<file path="src/rtl/cfg_enum_pkg.sv">
package cfg_enum_pkg;

  localparam logic [7:0] OFF_IDENT = 8'h00;
  localparam logic [7:0] OFF_WIN   = 8'h10;

  typedef enum logic [2:0] {
    ST_IDLE, ST_IDENT, ST_ONES, ST_SIZE, ST_PROG, ST_NEXT, ST_DONE
  } enum_state_t;

  typedef struct packed {
    logic [7:0]  bus;
    logic [4:0]  dev;
    logic [15:0] vid;
    logic [15:0] did;
    logic [31:0] base;
  } disc_entry_t;

  function automatic logic [15:0] pack_loc(input logic [7:0] bus,
                                           input logic [4:0] dev,
                                           input logic [2:0] fn);
    return {bus, dev, fn};
  endfunction

  // two's complement of the readback with the attribute bits masked
  function automatic logic [31:0] win_size(input logic [31:0] readback);
    return (~(readback & 32'hFFFF_FFF0)) + 32'd1;
  endfunction

  // round addr up to a multiple of a power-of-two size
  function automatic logic [31:0] round_up(input logic [31:0] addr,
                                           input logic [31:0] size);
    return (addr + size - 32'd1) & ~(size - 32'd1);
  endfunction

endpackage

</file>
<file path="src/rtl/cfg_slot_walker.sv">
module cfg_slot_walker #(
  parameter int BUS_COUNT   = 2,
  parameter int DEV_PER_BUS = 32
) (
  input  logic       clk,
  input  logic       rst_n,
  input  logic       clear,
  input  logic       step,
  output logic [7:0] bus,
  output logic [4:0] dev,
  output logic       last
);
  localparam logic [7:0] BUS_LAST = 8'(BUS_COUNT - 1);
  localparam logic [4:0] DEV_LAST = 5'(DEV_PER_BUS - 1);

  logic [7:0] bus_q;
  logic [4:0] dev_q;

  always_ff @(posedge clk or negedge rst_n) begin
    if (!rst_n) begin
      bus_q <= '0;
      dev_q <= '0;
    end else if (clear) begin
      bus_q <= '0;
      dev_q <= '0;
    end else if (step) begin
      if (dev_q == DEV_LAST) begin
        dev_q <= '0;
        bus_q <= bus_q + 8'd1;
      end else begin
        dev_q <= dev_q + 5'd1;
      end
    end
  end

  assign bus  = bus_q;
  assign dev  = dev_q;
  assign last = (bus_q == BUS_LAST) && (dev_q == DEV_LAST);

  // walk never leaves the configured slot range
  assert_slot_range_R2: assert property (@(posedge clk) disable iff (!rst_n)
    (dev_q <= DEV_LAST) && (bus_q <= BUS_LAST));

endmodule

</file>
<file path="src/rtl/cfg_window_alloc.sv">
module cfg_window_alloc
  import cfg_enum_pkg::*;
#(
  parameter logic [31:0] BASE_ADDR = 32'h8000_0000
) (
  input  logic        clk,
  input  logic        rst_n,
  input  logic        clear,
  input  logic        grant,
  input  logic [31:0] size,
  output logic [31:0] base
);
  logic [31:0] next_q;

  assign base = round_up(next_q, size);

  always_ff @(posedge clk or negedge rst_n) begin
    if (!rst_n)     next_q <= BASE_ADDR;
    else if (clear) next_q <= BASE_ADDR;
    else if (grant) next_q <= base + size;
  end

  // a granted window is aligned to its size and never below the free mark
  assert_base_aligned_R6: assert property (@(posedge clk) disable iff (!rst_n)
    grant |-> (((base & (size - 32'd1)) == 32'd0) && (base >= next_q)));

endmodule

</file>
<file path="src/rtl/cfg_disc_table.sv">
module cfg_disc_table
  import cfg_enum_pkg::*;
#(
  parameter int DEPTH = 4,
  localparam int IW = $clog2(DEPTH),
  localparam int CW = $clog2(DEPTH + 1)
) (
  input  logic          clk,
  input  logic          rst_n,
  input  logic          clear,
  input  logic          wr_en,
  input  disc_entry_t   wr_entry,
  input  logic [IW-1:0] rd_idx,
  output disc_entry_t   rd_entry,
  output logic [CW-1:0] count
);
  disc_entry_t   mem_q [DEPTH];
  logic [CW-1:0] count_q;
  logic          full;

  assign full = (count_q == CW'(DEPTH));

  always_ff @(posedge clk or negedge rst_n) begin
    if (!rst_n)               count_q <= '0;
    else if (clear)           count_q <= '0;
    else if (wr_en && !full)  count_q <= count_q + CW'(1);
  end

  always_ff @(posedge clk) begin
    if (wr_en && !full && !clear) mem_q[count_q[IW-1:0]] <= wr_entry;
  end

  assign rd_entry = (32'(rd_idx) < DEPTH) ? mem_q[rd_idx] : '0;
  assign count    = count_q;

  // count saturates at the table depth
  assert_count_cap_R8: assert property (@(posedge clk) disable iff (!rst_n)
    count_q <= CW'(DEPTH));

  // count moves only on a recorded write or a clear
  assert_count_hold_R8: assert property (@(posedge clk) disable iff (!rst_n)
    (!clear && !wr_en) |=> $stable(count_q));

endmodule

</file>
<file path="src/rtl/cfg_enum_engine.sv">
module cfg_enum_engine
  import cfg_enum_pkg::*;
#(
  parameter int          BUS_COUNT   = 2,
  parameter int          DEV_PER_BUS = 32,
  parameter int          TABLE_DEPTH = 4,
  parameter logic [31:0] BASE_ADDR   = 32'h8000_0000
) (
  input  logic                             clk,
  input  logic                             rst_n,
  input  logic                             start,
  output logic                             req_valid,
  output logic                             req_write,
  output logic [15:0]                      req_loc,
  output logic [7:0]                       req_off,
  output logic [31:0]                      req_wdata,
  input  logic                             rsp_valid,
  input  logic [31:0]                      rsp_data,
  input  logic                             rsp_nodev,
  output logic                             done,
  input  logic [$clog2(TABLE_DEPTH)-1:0]   tbl_idx,
  output logic [$clog2(TABLE_DEPTH+1)-1:0] tbl_count,
  output logic [7:0]                       tbl_bus,
  output logic [4:0]                       tbl_dev,
  output logic [15:0]                      tbl_vid,
  output logic [15:0]                      tbl_did,
  output logic [31:0]                      tbl_base
);
  enum_state_t state_q;
  logic [15:0] vid_q, did_q;
  logic [31:0] size_q;

  logic [7:0]  cur_bus;
  logic [4:0]  cur_dev;
  logic        cur_last;
  logic [31:0] win_base;
  disc_entry_t rd_entry;

  // named events
  logic scan_begin, rsp_take, slot_empty, win_grant, slot_step;

  assign scan_begin = (state_q == ST_IDLE) && start;
  assign rsp_take   = req_valid && rsp_valid;
  assign slot_empty = rsp_take && (state_q == ST_IDENT) &&
                      (rsp_nodev || (rsp_data[15:0] == 16'hFFFF));
  assign win_grant  = rsp_take && (state_q == ST_PROG);
  assign slot_step  = (state_q == ST_NEXT) && !cur_last;

  cfg_slot_walker #(.BUS_COUNT(BUS_COUNT), .DEV_PER_BUS(DEV_PER_BUS)) u_walk (
    .clk(clk), .rst_n(rst_n), .clear(scan_begin), .step(slot_step),
    .bus(cur_bus), .dev(cur_dev), .last(cur_last));

  cfg_window_alloc #(.BASE_ADDR(BASE_ADDR)) u_alloc (
    .clk(clk), .rst_n(rst_n), .clear(scan_begin), .grant(win_grant),
    .size(size_q), .base(win_base));

  cfg_disc_table #(.DEPTH(TABLE_DEPTH)) u_tab (
    .clk(clk), .rst_n(rst_n), .clear(scan_begin), .wr_en(win_grant),
    .wr_entry('{bus: cur_bus, dev: cur_dev, vid: vid_q, did: did_q, base: win_base}),
    .rd_idx(tbl_idx), .rd_entry(rd_entry), .count(tbl_count));

  always_ff @(posedge clk or negedge rst_n) begin
    if (!rst_n) begin
      state_q <= ST_IDLE;
      vid_q   <= '0;
      did_q   <= '0;
      size_q  <= '0;
    end else begin
      unique case (state_q)
        ST_IDLE:  if (start) state_q <= ST_IDENT;
        ST_IDENT: if (rsp_take) begin
          if (slot_empty) state_q <= ST_NEXT;
          else begin
            vid_q   <= rsp_data[15:0];
            did_q   <= rsp_data[31:16];
            state_q <= ST_ONES;
          end
        end
        ST_ONES:  if (rsp_take) state_q <= ST_SIZE;
        ST_SIZE:  if (rsp_take) begin
          size_q  <= win_size(rsp_data);
          state_q <= ST_PROG;
        end
        ST_PROG:  if (rsp_take) state_q <= ST_NEXT;
        ST_NEXT:  state_q <= cur_last ? ST_DONE : ST_IDENT;
        ST_DONE:  state_q <= ST_IDLE;
        default:  state_q <= ST_IDLE;
      endcase
    end
  end

  always_comb begin
    req_valid = (state_q == ST_IDENT) || (state_q == ST_ONES) ||
                (state_q == ST_SIZE)  || (state_q == ST_PROG);
    req_write = (state_q == ST_ONES) || (state_q == ST_PROG);
    req_off   = (state_q == ST_IDENT) ? OFF_IDENT : OFF_WIN;
    req_loc   = pack_loc(cur_bus, cur_dev, 3'd0);
    if (state_q == ST_ONES)      req_wdata = 32'hFFFF_FFFF;
    else if (state_q == ST_PROG) req_wdata = win_base;
    else                         req_wdata = 32'd0;
  end

  assign done     = (state_q == ST_DONE);
  assign tbl_bus  = rd_entry.bus;
  assign tbl_dev  = rd_entry.dev;
  assign tbl_vid  = rd_entry.vid;
  assign tbl_did  = rd_entry.did;
  assign tbl_base = rd_entry.base;

  // an unanswered request is held unchanged
  assert_req_hold_R3: assert property (@(posedge clk) disable iff (!rst_n)
    (req_valid && !rsp_valid) |=> (req_valid && $stable(req_loc) &&
      $stable(req_off) && $stable(req_write) && $stable(req_wdata)));

  // an empty slot gets no further request in the following cycle
  assert_empty_skip_R4: assert property (@(posedge clk) disable iff (!rst_n)
    slot_empty |=> !req_valid);

  // done is a single-cycle pulse with no request after it
  assert_done_pulse_R9: assert property (@(posedge clk) disable iff (!rst_n)
    done |=> (!done && !req_valid));

  // start while busy does not restart the walk
  assert_start_ignored_R10: assert property (@(posedge clk) disable iff (!rst_n)
    (start && (state_q == ST_SIZE)) |=> (state_q != ST_IDENT));

endmodule

</file>
<file path="config.mk">
export PLATFORM = sky130hd
export DESIGN_NAME = cfg_enum_engine
export DESIGN_NICKNAME = d
export VERILOG_FILES = /design/src/rtl/cfg_enum_pkg.sv /design/src/rtl/cfg_slot_walker.sv /design/src/rtl/cfg_window_alloc.sv /design/src/rtl/cfg_disc_table.sv /design/src/rtl/cfg_enum_engine.sv
export SDC_FILE = /design/constraint.sdc
export NUM_CORES = 1
export LEC_CHECK = 0
export BUFFER_PORTS_ARGS = -buffer_cell sky130_fd_sc_hd__buf_2
export CAP_MARGIN = 20
export CORE_MARGIN = 10
export CORE_UTILIZATION = 40
export CTS_CLUSTER_SIZE = 28
export DETAILED_ROUTE_END_ITERATION = 12
export GPL_ROUTABILITY_DRIVEN = 0
export GPL_TIMING_DRIVEN = 0
export HOLD_SLACK_MARGIN = 0.08
export PLACE_DENSITY = 0.68
export SLEW_MARGIN = 20
export SYNTH_ARGS = -nofsm -noshare
export SYNTH_HDL_FRONTEND = slang
export SYNTH_SLANG_ARGS = --single-unit
export TNS_END_PERCENT = 30
</file>
<file path="constraint.sdc">
create_clock -name clk -period 4.75 [get_ports clk]
set_input_delay 0.2375 -clock clk [delete_from_list [all_inputs] [get_ports clk]]
set_output_delay 0.2375 -clock clk [all_outputs]
set_load 0.02 [all_outputs]
</file>
# ---- Word level (Yosys, flattened, before mapping)
# Memories as Yosys holds them, arrays and structs flattened.
# Index checks and enable logic that the tools add are counted.
dict set report totals {
  register_bits 115
  ramBits 308
  elab_cells 85
  n_memories 1
}
dict set report op_classes {
  n_addsub 8
  n_eq_ne 15
  mux 23
  n_bitwise 4
  reduce_logical 26
}
# memory words word_bits read_ports rd_ports_with_merged_regs wr line_no
set memory_table {}
lappend memory_table {u_tab.mem_q 4 77 1 0 1 cfg_disc_table.sv:17} ;# disc_entry_t mem_q [DEPTH];
# op n
set ops {}
lappend ops {{$mux W32} 4}
lappend ops {{$add A32 B32 Y32} 2}
lappend ops {{$not A32 Y32} 2}
lappend ops {{$sub A32 B1 Y32 const B} 2}
lappend ops {{$add A32 B1 Y32 const B} 1}
lappend ops {{$and A32 B32 Y32} 1}
lappend ops {{$mux W3} 9}
lappend ops {{$mux W8} 3}
lappend ops {{$mux W5} 4}
lappend ops {{$pmux W3 S6} 1}
lappend ops {{$eq A16 B16 Y1 const B} 1}
lappend ops {{$eq A3 B3 Y1 const B} 4}
lappend ops {{$ne A2 B2 Y1 const B} 5}
lappend ops {{$logic_and A1 B1 Y1} 9}
lappend ops {{$add A8 B1 Y8 const B} 1}
lappend ops {{$eq A8 B1 Y1 const B} 1}
lappend ops {{$reduce_bool A2 Y1} 4}
lappend ops {{$eq A3 B2 Y1 const B} 2}
lappend ops {{$add A5 B1 Y5 const B} 1}
lappend ops {{$eq A5 B5 Y1 const B} 1}
lappend ops {{$logic_or A1 B1 Y1} 5}
lappend ops {{$reduce_and A5 Y1} 1}
lappend ops {{$reduce_and A2 Y1} 2}
lappend ops {{$add A3 B1 Y3 const B} 1}
lappend ops {{other kinds (6)} 9}

# ---- Longest topological paths before layout
dict set report logic_depth {
  word_depth 10
  mapped_depth 24
  depth_no_buf 23
}

# ---- Modules after synthesis
# A second synthesis with hierarchy kept.
dict set report unflattened {
  hier_cells 1639
  area_unflattened_um2 21426.8
}
# mod n_inst cells_each area_per_inst_um2
set modules_own_cells {}
lappend modules_own_cells {cfg_disc_table 1 427 11392.2}
lappend modules_own_cells {cfg_window_alloc 1 797 5898.2}
lappend modules_own_cells {cfg_enum_engine 1 343 3428.3}
lappend modules_own_cells {cfg_slot_walker 1 72 708.2}

# ---- Least setup slack after synthesis
# Ideal clock, no wire load.
dict set report synth_timing {
  path_type {reg2reg}
  from {reg size_q[5]}
  to {reg u_alloc.next_q[31]}
  setup_ns 0.094
  arrival_time_ns 5.019
  required_ns 4.656
  setup_slack_ns -0.363
  path_stages_with_launch 24
  period_less_slack_ns 5.113
  cell_sequence {dfrtp_1 inv_1 ha_1 inv_1 ha_1 fa_1 a211oi_2 o31ai_4 o21a_1 o21ai_0 and2_1 o21bai_1 a21oi_1 xor2_1 nor3b_1 ha_1 inv_1 o21bai_1 or2b_1 o21ai_0 a21oi_2 o311a_1 o31a_1 o311ai_2}
}
dict set report synth_via {
  elab_chain_cells 6
}
# item line_no
set synth_lines {}
lappend synth_lines {{from (decl)} cfg_enum_engine.sv:31} ;# logic [31:0] size_q;
lappend synth_lines {{from (signal assigned)} cfg_enum_engine.sv:81} ;# size_q <= win_size(rsp_data);
lappend synth_lines {{$add A32 B32 Y32 / $sub A32 B1 Y32 (equally long branches)} cfg_enum_pkg.sv:32} ;# return (addr + size - 32'd1) & ~(size - 32'd1);
lappend synth_lines {{$sub A32 B1 Y32 / $not A32 Y32 (equally long branches)} cfg_enum_pkg.sv:32}
lappend synth_lines {{$and A32 B32 Y32 *} cfg_enum_pkg.sv:32}
lappend synth_lines {{net u_alloc.base[25]} cfg_window_alloc.sv:11} ;# output logic [31:0] base
lappend synth_lines {{$add A32 B32 Y32 *} cfg_window_alloc.sv:20} ;# else if (grant) next_q <= base + size;
lappend synth_lines {{$mux W32 *} cfg_window_alloc.sv:20}
lappend synth_lines {{$mux W32 *} cfg_window_alloc.sv:19} ;# else if (clear) next_q <= BASE_ADDR;
lappend synth_lines {{to (signal assigned)} cfg_window_alloc.sv:20}
lappend synth_lines {{to (decl)} cfg_window_alloc.sv:13} ;# logic [31:0] next_q;
# Mark *: on every way through the listed nets, which the timed path passes. The rest lies on a longest branch. The select of a mux whose other input is x is not followed.
# A chain may end at the register's enable or synchronous reset.

# ---- Worst setup path after layout
# Same ends and word-level chain as after synthesis.

==> flow_metrics.tcl <==
set metrics [dict create \
    final_layout_size_suffix_gt1_share_pct 29.4 \
    slew-limit-headroom_pct 30.1 \
    grt_setup_unrepaired "true" \
    die-area_um2 59800 \
    cts_sinks 399 \
    root_buffer "clkbuf_16" \
    critical_path_required_ns 5.20 \
    grt_usage_pct 17.0 \
    postSynthAreaPerCell_um2 13.0 \
    yosys_register_bits 399 \
    yosysTopAreaCellShare_pct 43.5 \
    yosysWarnings 0 \
    rows 82 \
    hold_path.class "input pin to asynchronous set/reset pin" \
    grt_max_degree 78 \
    place_area_um2 22000 \
    ff2ff_path_depth 23 \
    vias 13579 \
    postSynth.asyncResetShare_pct 26.8 \
    crit_buf_inv 3 \
    yosys.area.top_type "edfxtp_1" \
    cts_buffers 42 \
    synth_cell_type_count 102 \
    layout_common_cells "292 x edfxtp_1, 158 x buf_2, 120 x inv_1, 120 x nand2_1, 92 x dfrtp_1" \
    syn_area_um2 20200 \
    cpMostUsedCell "ha_4" \
    crit_fanout 3 \
    maxCapViolations 0 \
    yosys-top-cells-area "edfxtp_1 43%, dfrtp_1 13%, mux4_2 8.3%, ha_1 4.6%, xnor2_1 2.5%" \
    cp.arrival_ns 5.16 \
    period_minus_slack_ns 4.71 \
    crit_family "compound AO/OA/AOI/OAI gates" \
    synth_ff_type "edfxtp_1" \
    post-route-period-util_pct 99.2 \
    fin_area_um2 24500 \
    start_util_pct 40.4 \
    ios 178 \
    worst_pin_slew_ns 1.05 \
    drc_errors 0 \
    final_cells 2549 \
    cts_tree "done" \
    setup_viol 0 \
    slowest_delay_ns 0.38 \
    fin_worst_skew_ns 0.0245 \
    detail-route-antenna-nets 0 \
    maxSlewViolCount 0 \
    dp.cells 2398 \
    hold_ws_ns 0.172 \
    cp.depth 23 \
    vdd_ir_drop_max_v 0.000444 \
    crit_path_cell_trace "inv_2 > ha_4 > inv_2 > ha_4 > fa_2 > a211oi_4 > o31ai_4 > o21a_4 > o21ai_4 > and2_4 > o21bai_1 > a21oi_1 > xor2_1 > nor3b_4 > ha_4 > inv_4 > o21bai_4 > or2b_1 > nor2_1 > a21oi_2 > o311a_1 > o31a_1 > o311ai_2" \
    h-tree-depth 2 \
    cellPowerDensity_nw_per_um2 845 \
    routed_wl_mm 52.4 \
    grt_pass1_vias 13723 \
    grt_antenna_before_repair 0 \
    final_common_cell "edfxtp_1" \
    area_delta_synth_final_pct 21.4 \
    crit_type "flop to flop" \
    fp.dieH_um 245 \
    p_leak_uw 0.00955 \
    drtIter0Drc 920 \
    synth-edff-count 292 \
    first_pass_iters 5 \
    clkTransAtPathRegs_ns 0.06 \
    synthCells 1548 \
    globalRoute.totalOverflow 0 \
    wire_per_inst_um 20.6 \
    slowest_stage "o311a_1" \
    cp-start-kind "flop" \
    io_buffers 160 \
    max_clock_freq_mhz 212 \
    clockBufferDepth 3 \
    fin_tns_setup_ns 0 \
    vias_per_cell 5.33 \
    final_hold_viol_count 0 \
    nets 1956 \
    grt_pass1_wl_mm 80.2 \
    yosysSeqAreaShare_pct 56.7 \
    outcome "completed" \
    setup.worst_path.end_class "flop" \
    core_um2 50000 \
    final_util_pct 49.0 \
    fp.dieW_um 245 \
    clk_latency_ns 0.55 \
    hpwl_mm 36.4 \
]
synthesized netlist by cell type, drive strengths merged (5+ instances only):
cell type	n
edfxtp	292
inv	126
nand2	120
dfrtp	106
o21ai	92
ha	74
mux4	74
nor2	58
xnor2	58
a21oi	55
buf	45
clkbuf	42
o21a	33
xor2	33
and2	32
mux2	32
nand3	29
nor3	22
and3	20
nand4	17
a21o	15
nor4	15
o31ai	13
mux2i	12
a31oi	11
nand2b	10
or3	10
or4	8
nor2b	7
o21bai	7
or2	6
nor3b	5
o31a	5
worst register-to-register path: stages, from the launching register on:
cell and delay, ns:
dfrtp_2 0.37, inv_2 0.06, ha_4 0.26, inv_2 0.04, ha_4 0.16, fa_2 0.37, a211oi_4 0.29, o31ai_4 0.12
o21a_4 0.24, o21ai_4 0.16, and2_4 0.17, o21bai_1 0.06, a21oi_1 0.19, xor2_1 0.12, nor3b_4 0.25, ha_4 0.25
inv_4 0.07, o21bai_4 0.06, or2b_1 0.25, nor2_1 0.13, a21oi_2 0.09, o311a_1 0.38, o31a_1 0.32, o311ai_2 0.21
flip-flops by register name, summed over array words and instances, names as in the netlist:
| name | cells |
|---|---|
| u_tab.mem_q | 292 |
| size_q | 28 |
| u_alloc.next_q | 28 |
| did_q | 16 |
| vid_q | 16 |
| u_walk.bus | 8 |
| u_walk.dev | 5 |
| state_q | 3 |
| u_tab.count | 3 |
path summary, 6_finish.rpt:
kind	startpoint	endpoint	slack, ns
min	rst_n	vid_q[2]	0.17
min reg2reg	u_alloc.next_q[26]	u_alloc.next_q[26]	0.49
min in group clk	start	state_q[0]	0.22
max reg2reg	size_q[5]	u_alloc.next_q[31]	0.04
max	size_q[5]	u_alloc.next_q[31]	0.04
max in group asynchronous	rst_n	u_alloc.next_q[31]	3.83
logic make-up after synthesis:
logic type / share of synthesized area [%]
fa+ha+maj: 4.84
buf+inv: 4.75
mux: 10.7
simple gates: 9.87
other cells: 0.0186
xor+xnor: 3.99
flops: 56.7
compound gates: 9.06
report_power, final:
| part | total, uW | switching [uW] | internal, uW |
|---|---|---|---|
| Clock | 3280 | 1370 | 1900 |
| Combinational | 11900 | 6820 | 5050 |
| Sequential | 5560 | 523 | 5030 |
| Total | 20700 | 8710 | 12000 |
layer usage:
| layer | GRT usage (%) | wire (um) |
|---|---|---|
| met2 | 29.4 | 26300 |
| met5 | 0 | 0 |
| met1 | 21.6 | 21900 |
| met4 | 4.31 | 1040 |
| met3 | 3.02 | 3240 |
layout make-up:
class                   count  area (um^2)
diodes                      2         5.00
plain buffers              81          475
clock buffers              57         1200
clock inverters            21          208
fillers                  4295        25500
inverters                 126          475
multi-input cells         949         8210
flip-flops and latches    399        11500
well taps                 672          841
repair buffers            242         1610
per-stage QoR:
step           total power, uW  setup slack [ns]
2_1_floorplan            13000            0.0144
3_3_place_gp             15300            -0.604
3_5_place_dp             15600            -0.672
4_1_cts                  19800          -0.00612
5_1_grt                  22000           -0.0999
6_report                 20700            0.0396
timing repair:
item                       in CTS  in global routing
setup endpoints to repair      13                 13
hold endpoints to repair      147                  0
setup buffers                  23                 20
hold buffers                   34                  0
gates resized for setup        49                 57
pin swaps                      23                 37
(Power assumes the default switching activity.)
